`src/rtl/bkg_pkg.sv`:
```
package bkg_pkg;

   typedef enum logic [2:0] {
      C_NOP, C_ACT, C_RD, C_WR, C_PRE, C_REF, C_MRS, C_BST
   } cmd_e;

   typedef enum logic [2:0] {
      E_NONE  = 3'd0,
      E_STATE = 3'd1,
      E_RCD   = 3'd2,
      E_RP    = 3'd3,
      E_RC    = 3'd4,
      E_RRD   = 3'd5,
      E_RAS   = 3'd6,
      E_RECOV = 3'd7
   } err_e;

   typedef enum logic [1:0] {
      B_IDLE, B_OPEN, B_CLOSING
   } bst_e;

   function automatic int unsigned ps2cyc(input int unsigned ps, input int unsigned tck);
      return (ps + tck - 1) / tck;
   endfunction

   function automatic int unsigned umax(input int unsigned a, input int unsigned b);
      return (a > b) ? a : b;
   endfunction

endpackage

```
`src/rtl/bkg_decode.sv`:
```
module bkg_decode
   import bkg_pkg::*;
(
   input  logic cs_n,
   input  logic ras_n,
   input  logic cas_n,
   input  logic we_n,
   output cmd_e cmd
);

   always_comb begin
      cmd = C_NOP;
      if (!cs_n) begin
         unique case ({ras_n, cas_n, we_n})
            3'b011:  cmd = C_ACT;
            3'b101:  cmd = C_RD;
            3'b100:  cmd = C_WR;
            3'b010:  cmd = C_PRE;
            3'b001:  cmd = C_REF;
            3'b000:  cmd = C_MRS;
            3'b110:  cmd = C_BST;
            default: cmd = C_NOP;
         endcase
      end
   end

endmodule

```
`src/rtl/bkg_bank.sv`:
```
module bkg_bank
   import bkg_pkg::*;
#(
   parameter int unsigned CW        = 8,
   parameter int unsigned APW       = 4,
   parameter int unsigned ROW_W     = 13,
   parameter int unsigned SATV      = 200,
   parameter int unsigned K_RCD     = 3,
   parameter int unsigned K_RP      = 3,
   parameter int unsigned K_RC      = 9,
   parameter int unsigned K_RASMIN  = 6,
   parameter int unsigned K_RASMAX  = 100,
   parameter int unsigned K_RD2PRE  = 2,
   parameter int unsigned K_WR2PRE  = 5,
   parameter int unsigned K_RDAP    = 5,
   parameter int unsigned K_WRAP    = 8
)(
   input  logic             clk,
   input  logic             rst_n,
   input  cmd_e             cmd_i,
   input  logic             hit_i,
   input  logic             ap_i,
   input  logic             rrd_short_i,
   input  logic             accept_i,
   input  logic [ROW_W-1:0] row_i,
   output err_e             code_o,
   output logic             open_o,
   output logic             closing_o,
   output logic             overdue_o,
   output logic [ROW_W-1:0] row_o
);

   localparam logic [CW-1:0]  SAT      = CW'(SATV);
   localparam logic [CW-1:0]  L_RCD    = CW'(K_RCD);
   localparam logic [CW-1:0]  L_RP     = CW'(K_RP);
   localparam logic [CW-1:0]  L_RC     = CW'(K_RC);
   localparam logic [CW-1:0]  L_RASMIN = CW'(K_RASMIN);
   localparam logic [CW-1:0]  L_RASMAX = CW'(K_RASMAX);
   localparam logic [CW-1:0]  L_RD2PRE = CW'(K_RD2PRE);
   localparam logic [CW-1:0]  L_WR2PRE = CW'(K_WR2PRE);
   localparam logic [APW-1:0] L_RDAP   = APW'(K_RDAP - 1);
   localparam logic [APW-1:0] L_WRAP   = APW'(K_WRAP - 1);
   localparam logic [CW-1:0]  ONE      = CW'(1);

   bst_e           st;
   logic [CW-1:0]  s_act, s_pre, s_rd, s_wr;
   logic [APW-1:0] ap_cnt;
   logic [ROW_W-1:0] row_q;

   function automatic logic [CW-1:0] bump(input logic [CW-1:0] v);
      return (v >= SAT) ? SAT : v + ONE;
   endfunction

   // verdict for the command on the bus, as seen by this bank
   always_comb begin
      code_o = E_NONE;
      unique case (cmd_i)
         C_ACT: if (hit_i) begin
            if (st != B_IDLE)        code_o = E_STATE;
            else if (s_pre < L_RP)   code_o = E_RP;
            else if (s_act < L_RC)   code_o = E_RC;
            else if (rrd_short_i)    code_o = E_RRD;
         end
         C_RD, C_WR: if (hit_i) begin
            if (st != B_OPEN)        code_o = E_STATE;
            else if (s_act < L_RCD)  code_o = E_RCD;
         end
         C_PRE: if (hit_i) begin
            if (st == B_CLOSING)     code_o = E_STATE;
            else if (st == B_OPEN) begin
               if (s_act < L_RASMIN) code_o = E_RAS;
               else if ((s_wr < L_WR2PRE) || (s_rd < L_RD2PRE))
                                     code_o = E_RECOV;
            end
         end
         C_REF, C_MRS: begin
            if (st != B_IDLE)        code_o = E_STATE;
            else if (s_pre < L_RP)   code_o = E_RP;
         end
         default: code_o = E_NONE;
      endcase
   end

   always_ff @(posedge clk or negedge rst_n) begin
      if (!rst_n) begin
         st     <= B_IDLE;
         s_act  <= SAT;
         s_pre  <= SAT;
         s_rd   <= SAT;
         s_wr   <= SAT;
         ap_cnt <= '0;
         row_q  <= '0;
      end else begin
         s_act <= bump(s_act);
         s_pre <= bump(s_pre);
         s_rd  <= bump(s_rd);
         s_wr  <= bump(s_wr);
         if (st == B_CLOSING) begin
            if (ap_cnt == APW'(1)) begin
               st    <= B_IDLE;
               s_pre <= SAT;
            end else begin
               ap_cnt <= ap_cnt - APW'(1);
            end
         end
         if (accept_i && hit_i) begin
            unique case (cmd_i)
               C_ACT: begin
                  st    <= B_OPEN;
                  row_q <= row_i;
                  s_act <= ONE;
               end
               C_RD: begin
                  s_rd <= ONE;
                  if (ap_i) begin
                     st     <= B_CLOSING;
                     ap_cnt <= L_RDAP;
                  end
               end
               C_WR: begin
                  s_wr <= ONE;
                  if (ap_i) begin
                     st     <= B_CLOSING;
                     ap_cnt <= L_WRAP;
                  end
               end
               C_PRE: if (st == B_OPEN) begin
                  st    <= B_IDLE;
                  s_pre <= ONE;
               end
               default: ;
            endcase
         end
      end
   end

   assign open_o    = (st == B_OPEN);
   assign closing_o = (st == B_CLOSING);
   assign overdue_o = (st == B_OPEN) && (s_act > L_RASMAX);
   assign row_o     = row_q;

   p_act_hits_idle_r3: assert property (@(posedge clk) disable iff (!rst_n)
      (accept_i && hit_i && cmd_i == C_ACT) |-> (st == B_IDLE));

   p_reject_holds_open_r9: assert property (@(posedge clk) disable iff (!rst_n)
      (!accept_i && st == B_OPEN) |=> (st == B_OPEN));

   p_ap_from_open_r8: assert property (@(posedge clk) disable iff (!rst_n)
      $rose(closing_o) |-> $past(open_o));

   p_fresh_act_not_late_r10: assert property (@(posedge clk) disable iff (!rst_n)
      (accept_i && hit_i && cmd_i == C_ACT) |=> !overdue_o);

endmodule

```
`src/rtl/ddr_bank_guard.sv`:
```
module ddr_bank_guard
   import bkg_pkg::*;
#(
   parameter int unsigned BA_W        = 2,
   parameter int unsigned ROW_W       = 13,
   parameter int unsigned TCK_PS      = 7500,
   parameter int unsigned TRCD_PS     = 20000,
   parameter int unsigned TRP_PS      = 20000,
   parameter int unsigned TRAS_MIN_PS = 45000,
   parameter int unsigned TRAS_MAX_PS = 120000000,
   parameter int unsigned TRC_PS      = 65000,
   parameter int unsigned TRRD_PS     = 15000,
   parameter int unsigned TWR_PS      = 15000,
   parameter int unsigned BURST_LEN   = 4,
   parameter int unsigned WRITE_LAT   = 1,
   localparam int unsigned NB         = 1 << BA_W
)(
   input  logic                clk,
   input  logic                rst_n,
   input  logic                cs_n,
   input  logic                ras_n,
   input  logic                cas_n,
   input  logic                we_n,
   input  logic [BA_W-1:0]     ba,
   input  logic [ROW_W-1:0]    addr,
   output logic                res_valid,
   output logic                res_ok,
   output logic [2:0]          res_code,
   output logic [NB-1:0]       bank_open,
   output logic [NB-1:0]       bank_ap,
   output logic [NB-1:0]       ras_overdue,
   output logic [NB*ROW_W-1:0] bank_row
);

   localparam int unsigned AP_BIT   = 10;
   localparam int unsigned K_RCD    = ps2cyc(TRCD_PS, TCK_PS);
   localparam int unsigned K_RP     = ps2cyc(TRP_PS, TCK_PS);
   localparam int unsigned K_RASMIN = ps2cyc(TRAS_MIN_PS, TCK_PS);
   localparam int unsigned K_RASMAX = ps2cyc(TRAS_MAX_PS, TCK_PS);
   localparam int unsigned K_RC     = ps2cyc(TRC_PS, TCK_PS);
   localparam int unsigned K_RRD    = ps2cyc(TRRD_PS, TCK_PS);
   localparam int unsigned K_WR     = ps2cyc(TWR_PS, TCK_PS);
   localparam int unsigned BEATS    = BURST_LEN / 2;
   localparam int unsigned K_RD2PRE = BEATS;
   localparam int unsigned K_WR2PRE = WRITE_LAT + BEATS + K_WR;
   localparam int unsigned K_RDAP   = BEATS + K_RP;
   localparam int unsigned K_WRAP   = K_WR2PRE + K_RP;
   localparam int unsigned SATV     = umax(umax(umax(K_RASMAX + 1, K_RC), umax(K_WR2PRE, K_RP)),
                                           umax(K_RCD, K_RASMIN));
   localparam int unsigned CW       = $clog2(SATV + 1);
   localparam int unsigned APW      = $clog2(K_WRAP + 1);

   // elaboration-time parameter checks
   if (TCK_PS == 0) begin : g_bad_tck
      $error("TCK_PS must be non-zero");
   end
   if (ROW_W <= AP_BIT) begin : g_bad_row
      $error("ROW_W must cover the auto-precharge address bit");
   end
   if (!(BURST_LEN == 2 || BURST_LEN == 4 || BURST_LEN == 8)) begin : g_bad_bl
      $error("BURST_LEN must be 2, 4 or 8");
   end

   cmd_e          cmd;
   logic          a10;
   logic          accept;
   logic          rrd_short;
   err_e          verdict;
   err_e          bcode [NB];
   logic [NB-1:0] hit;

   bkg_decode u_dec (
      .cs_n  (cs_n),
      .ras_n (ras_n),
      .cas_n (cas_n),
      .we_n  (we_n),
      .cmd   (cmd)
   );

   assign a10 = addr[AP_BIT];

   // bank-to-bank activate spacing: a counter only when the limit exceeds one cycle
   if (K_RRD <= 1) begin : g_rrd_none
      assign rrd_short = 1'b0;
   end else begin : g_rrd_cnt
      localparam int unsigned RW = $clog2(K_RRD + 1);
      localparam logic [RW-1:0] L_RRD = RW'(K_RRD);
      logic [RW-1:0] s_any;
      always_ff @(posedge clk or negedge rst_n) begin
         if (!rst_n)                        s_any <= L_RRD;
         else if (accept && cmd == C_ACT)   s_any <= RW'(1);
         else if (s_any < L_RRD)            s_any <= s_any + RW'(1);
      end
      assign rrd_short = (s_any < L_RRD);
   end

   for (genvar g = 0; g < NB; g++) begin : g_bank
      assign hit[g] = (ba == BA_W'(g)) || (cmd == C_PRE && a10);
      bkg_bank #(
         .CW(CW), .APW(APW), .ROW_W(ROW_W), .SATV(SATV),
         .K_RCD(K_RCD), .K_RP(K_RP), .K_RC(K_RC),
         .K_RASMIN(K_RASMIN), .K_RASMAX(K_RASMAX),
         .K_RD2PRE(K_RD2PRE), .K_WR2PRE(K_WR2PRE),
         .K_RDAP(K_RDAP), .K_WRAP(K_WRAP)
      ) u_bank (
         .clk         (clk),
         .rst_n       (rst_n),
         .cmd_i       (cmd),
         .hit_i       (hit[g]),
         .ap_i        (a10),
         .rrd_short_i (rrd_short),
         .accept_i    (accept),
         .row_i       (addr),
         .code_o      (bcode[g]),
         .open_o      (bank_open[g]),
         .closing_o   (bank_ap[g]),
         .overdue_o   (ras_overdue[g]),
         .row_o       (bank_row[g*ROW_W +: ROW_W])
      );
   end

   // lowest-numbered objecting bank wins
   always_comb begin
      verdict = E_NONE;
      for (int i = NB - 1; i >= 0; i--) begin
         if (bcode[i] != E_NONE) verdict = bcode[i];
      end
   end

   assign accept = (cmd != C_NOP) && (verdict == E_NONE);

   always_ff @(posedge clk or negedge rst_n) begin
      if (!rst_n) begin
         res_valid <= 1'b0;
         res_ok    <= 1'b0;
         res_code  <= 3'd0;
      end else begin
         res_valid <= (cmd != C_NOP);
         res_ok    <= accept;
         res_code  <= verdict;
      end
   end

   p_result_after_cmd_r1: assert property (@(posedge clk) disable iff (!rst_n)
      (cmd != C_NOP) |=> res_valid);

   p_deselect_quiet_r2: assert property (@(posedge clk) disable iff (!rst_n)
      cs_n |=> !res_valid);

   p_pre_all_clears_r7: assert property (@(posedge clk) disable iff (!rst_n)
      (accept && cmd == C_PRE && a10) |=> (bank_open == '0 && bank_ap == '0));

endmodule

```
`config.mk`:
```
export PLATFORM = sky130hd
export DESIGN_NAME = ddr_bank_guard
export DESIGN_NICKNAME = d
export VERILOG_FILES = /design/src/rtl/bkg_pkg.sv /design/src/rtl/bkg_decode.sv /design/src/rtl/bkg_bank.sv /design/src/rtl/ddr_bank_guard.sv
export SDC_FILE = /design/constraint.sdc
export NUM_CORES = 1
export LEC_CHECK = 0
export ABC_CLOCK_PERIOD_IN_PS = 4100
export BUFFER_PORTS_ARGS = -buffer_cell sky130_fd_sc_hd__buf_4
export CAP_MARGIN = 10
export CORE_AREA = 5 5 308 235
export CTS_BUF_LIST = sky130_fd_sc_hd__clkbuf_4
export CTS_CLUSTER_SIZE = 8
export DETAILED_ROUTE_END_ITERATION = 8
export DIE_AREA = 0 0 313 240
export GPL_ROUTABILITY_DRIVEN = 0
export SYNTH_ARGS = -nofsm -noshare
export SYNTH_HDL_FRONTEND = slang
export SYNTH_SLANG_ARGS = --single-unit
```
`constraint.sdc`:
```
create_clock -name clk -period 4.1 [get_ports clk]
set_input_delay 0.82 -clock clk [delete_from_list [all_inputs] [get_ports clk]]
set_output_delay 0.82 -clock clk [all_outputs]
set_load 0.005 [all_outputs]
```
==> flow_metrics.env <==
export IMPL_status="finished clean"
export IMPL_cts_path_max_buffers=3
export IMPL_pwr_density_cell_nw_per_um2=458.4
export IMPL_yosysWarnings=0
export IMPL_fin_util_pct=29.23
export IMPL_drive_above_1_share_pct=24.20
export IMPL_hold_path_class="input pin to asynchronous set/reset pin"
export IMPL_grt_pass1_wl_um=71440
export IMPL_die_h_um=240
export IMPL_numPortBuffers=89
export IMPL_rsz0062_at_grt="no"
export IMPL_synth_top_flop_cell="dfrtp_1"
export IMPL_worstMarginPinSlew_ns=1.152
export IMPL_synth_seq_cells=307
export IMPL_cts_clk_slew_worst_paths_ns=0.07
export IMPL_wl_per_cell_um=15.03
export IMPL_synthTopCellsByArea="dfrtp_1 28%, dfstp_2 17%, xnor2_1 5.2%, ha_1 4.4%, xor2_1 4.3%"
export IMPL_power_internal_w=0.006131
export IMPL_grt_pass1_vias=13600
export IMPL_synth_edf_count=0
export IMPL_syn_avg_cell_area_um2=9.725
export IMPL_slew_violations=0
export IMPL_cp_num_buf_inv=1
export IMPL_totalWireLength_um=43560
export IMPL_initial_utilization_pct=24.69
export IMPL_period_needed_ns=3.937
export IMPL_combPwrFrac_pct=24.4
export IMPL_overflow=0
export IMPL_cts_max_level=3
export IMPL_cp_start_kind="flip-flop"
export IMPL_maxCapViolations=0
export IMPL_finalClockSkew_ns=0.05363
export IMPL_worst_slew_margin_rel_pct=22.86
export IMPL_cts_sinks=307
export IMPL_syn_inst=1756
export IMPL_num_nets_final=2003
export IMPL_clock_fmax_ghz=0.2540
export IMPL_ys_types=84
export IMPL_slowest_delay_ns=0.66
export IMPL_clkPwrFrac_pct=31.7
export IMPL_setup_viol=0
export IMPL_crit_path_max_fanout=12
export IMPL_crit_path_cell_trace="or4_4, nor4_1, nor2_1, a221oi_2, a31oi_1, or4b_4, and2_1, nand4_1, buf_12, mux2_2"
export IMPL_crit_arrival_ns=4.59
export IMPL_layout_commonest_cell="dfrtp_1"
export IMPL_dp_final_hpwl_um=31180
export IMPL_reg2reg_setup_slack_ns=0.16
export IMPL_finalHoldViolations=0
export IMPL_ant_nets=0
export IMPL_root_buffer="clkbuf_4"
export IMPL_rows=84
export IMPL_area_growth_syn_to_layout_pct=18.37
export IMPL_viasPerCell=4.717
export IMPL_synthArstFlopShare_pct=100.0
export IMPL_tns_ns=0
export IMPL_cts_tree="yes"
export IMPL_first_pass_iters=6
export IMPL_post_cts_buffers=0
export IMPL_critPathSlowestCell="nor4_1"
export IMPL_antenna_found_initial=2
export IMPL_critPathRequiredTime_ns=4.76
export IMPL_mostFrequentLayoutCells="194 x dfrtp_1, 172 x nor2_1, 163 x nand2_1"
export IMPL_critPathCaptureType="flip-flop"
export IMPL_cts_inserted_buffers=83
export IMPL_post_route_drc_count=0
export IMPL_grt_max_degree=94
export IMPL_period_share_pct=96.02
export IMPL_core_area_um2=69160
export IMPL_switching_share_pct=33.84
export IMPL_power_leakage_nw=8.869
export IMPL_syn_area_um2=17080
export IMPL_detail_route_iter0_violations=1043
export IMPL_synth_top_area_share_pct=28.43
export IMPL_ioPinCount=90
export IMPL_crit_family="simple AND/OR/NAND/NOR gates"
export IMPL_power_frac_seq_pct=43.9
export IMPL_die_w_um=313
export IMPL_ys_seq_area_share_pct=45.81
export IMPL_path_class="flip-flop to flip-flop"
export IMPL_dieArea_um2=75120
export IMPL_peakVddDrop_uv=272.0
export IMPL_mappedNetlistNets=1837
export IMPL_grtUsageTotal_pct=11.47
export IMPL_insertion_delay_ns=0.80
export IMPL_yosysTopAreaCell="dfrtp_1"
export IMPL_vias=13680
export IMPL_switchingPower_w=0.003136
flip-flops by register name, indices dropped and copies added, names as in the netlist:
register and flops:
g_bank.u_bank.s_act 56, g_bank.u_bank.s_wr 56, res_valid 1, g_bank.u_bank.row_o 52, g_bank.u_bank.st 8, g_bank.u_bank.s_rd 56, res_code 3, g_bank.u_bank.ap_cnt 16
g_bank.u_bank.s_pre 56, res_ok 1, g_rrd_cnt.s_any 2
metal layers:
| metal | up-vias | GRT usage, % | wire, µm |
|---|---|---|---|
| met4 | 0 | 3.214 | 827 |
| met5 | - | 0 | 0 |
| met2 | 372 | 16.76 | 18380 |
| met1 | 6689 | 15.72 | 20770 |
| met3 | 60 | 4.636 | 3581 |
| li1 | 6554 | - | - |
cell families after synthesis:
kind of cell	after synthesis	share of synthesized area [%]
AOI/OAI and AO/OA	228	8.719
xor gates and xnor gates	185	9.488
adders and majority gates	60	4.396
buffers and inverters	155	4.096
DFF	307	45.81
muxes	60	3.898
and+or+nand+nor	761	23.59
power by group through the flow:
stage / registers [W] / logic, W / clock network [W]
final: 0.00407 / 0.00226 / 0.00294
after global routing: 0.00414 / 0.00256 / 0.00326
after CTS: 0.00406 / 0.00228 / 0.00307
after detailed placement: 0.00410 / 0.00227 / 0
after global placement: 0.00408 / 0.00219 / 0
after floorplan: 0.00396 / 0.00150 / 0
worst paths after layout:
kind	startpoint	endpoint	cells past startpoint
setup / recovery	g_bank[2].u_bank.s_act[8]	g_bank[3].u_bank.row_o[7]	10
hold / removal	rst_n	g_bank[0].u_bank.s_pre[6]	1
setup reg to reg	g_bank[2].u_bank.s_act[8]	g_bank[3].u_bank.row_o[7]	10
hold reg to reg	g_bank[2].u_bank.row_o[9]	g_bank[2].u_bank.row_o[9]	1
max in group asynchronous	rst_n	g_bank[0].u_bank.s_wr[13]	2
min in group clk	addr[8]	g_bank[2].u_bank.row_o[8]	2
worst register-to-register path, cell delays in order (launching register included):
cell,delay (ns)
dfrtp_1,0.44
or4_4,0.59
nor4_1,0.66
nor2_1,0.11
a221oi_2,0.38
a31oi_1,0.14
or4b_4,0.52
and2_1,0.27
nand4_1,0.21
buf_12,0.17
mux2_2,0.35
layout make-up:
class / count / area (µm²)
fillers: 7252 / 48940
multi-input cells: 1294 / 8563
flip-flops and latches: 307 / 7824
repair buffers: 150 / 1209
well taps: 903 / 1130
clock buffers: 127 / 953.4
inverters: 86 / 336.6
clock inverters: 28 / 190.2
diodes: 4 / 10.01
through the flow:
stage               hold slack (ns)  total power [W]  std cells  cell area (µm²)  setup WS, ns
global route                0.03006         0.009957       2899            20220       0.02548
floorplan                    0.4745         0.005463       1756            17080        0.3765
CTS                         0.03610         0.009413       2894            20190        0.1311
detailed placement           0.4762         0.006369       2739            19050       -0.1064
global placement             0.4738         0.006271       2739            19050       -0.1723
finish                      0.07786         0.009268       2899            20220        0.1634
timing repair:
| action | CTS | global route |
|---|---|---|
| setup endpoints to repair | 0 | 13 |
| hold buffers | 0 | 0 |
| endpoints found under the hold margin | 0 | 0 |
| gates resized for setup | 0 | 1 |
cells in the mapped netlist (6+ instances only):
cell type and n:
inv_1 85, nand3_1 114, o211ai_1 6, nor2b_1 10, nor3_1 57, nand2b_1 11, and4_1 15, or3_1 9
clkbuf_1 31, a211o_1 6, nor3b_1 15, a21o_1 10, nand3b_1 10, ha_1 60, mux2_1 6, a22oi_1 11
mux2i_1 8, nor4_1 31, buf_2 20, a21oi_1 109, xor2_1 84, a31oi_1 10, dfrtp_1 194, o21ai_0 18
o2111ai_1 6, mux2_2 46, or4_1 13, xnor2_1 101, nand4b_1 8, nand2_1 163, nor2_1 172, and3_1 50
dfstp_2 113, and2_1 10, buf_4 15, nand4_1 35
Power figures use the tool's default switching activity.
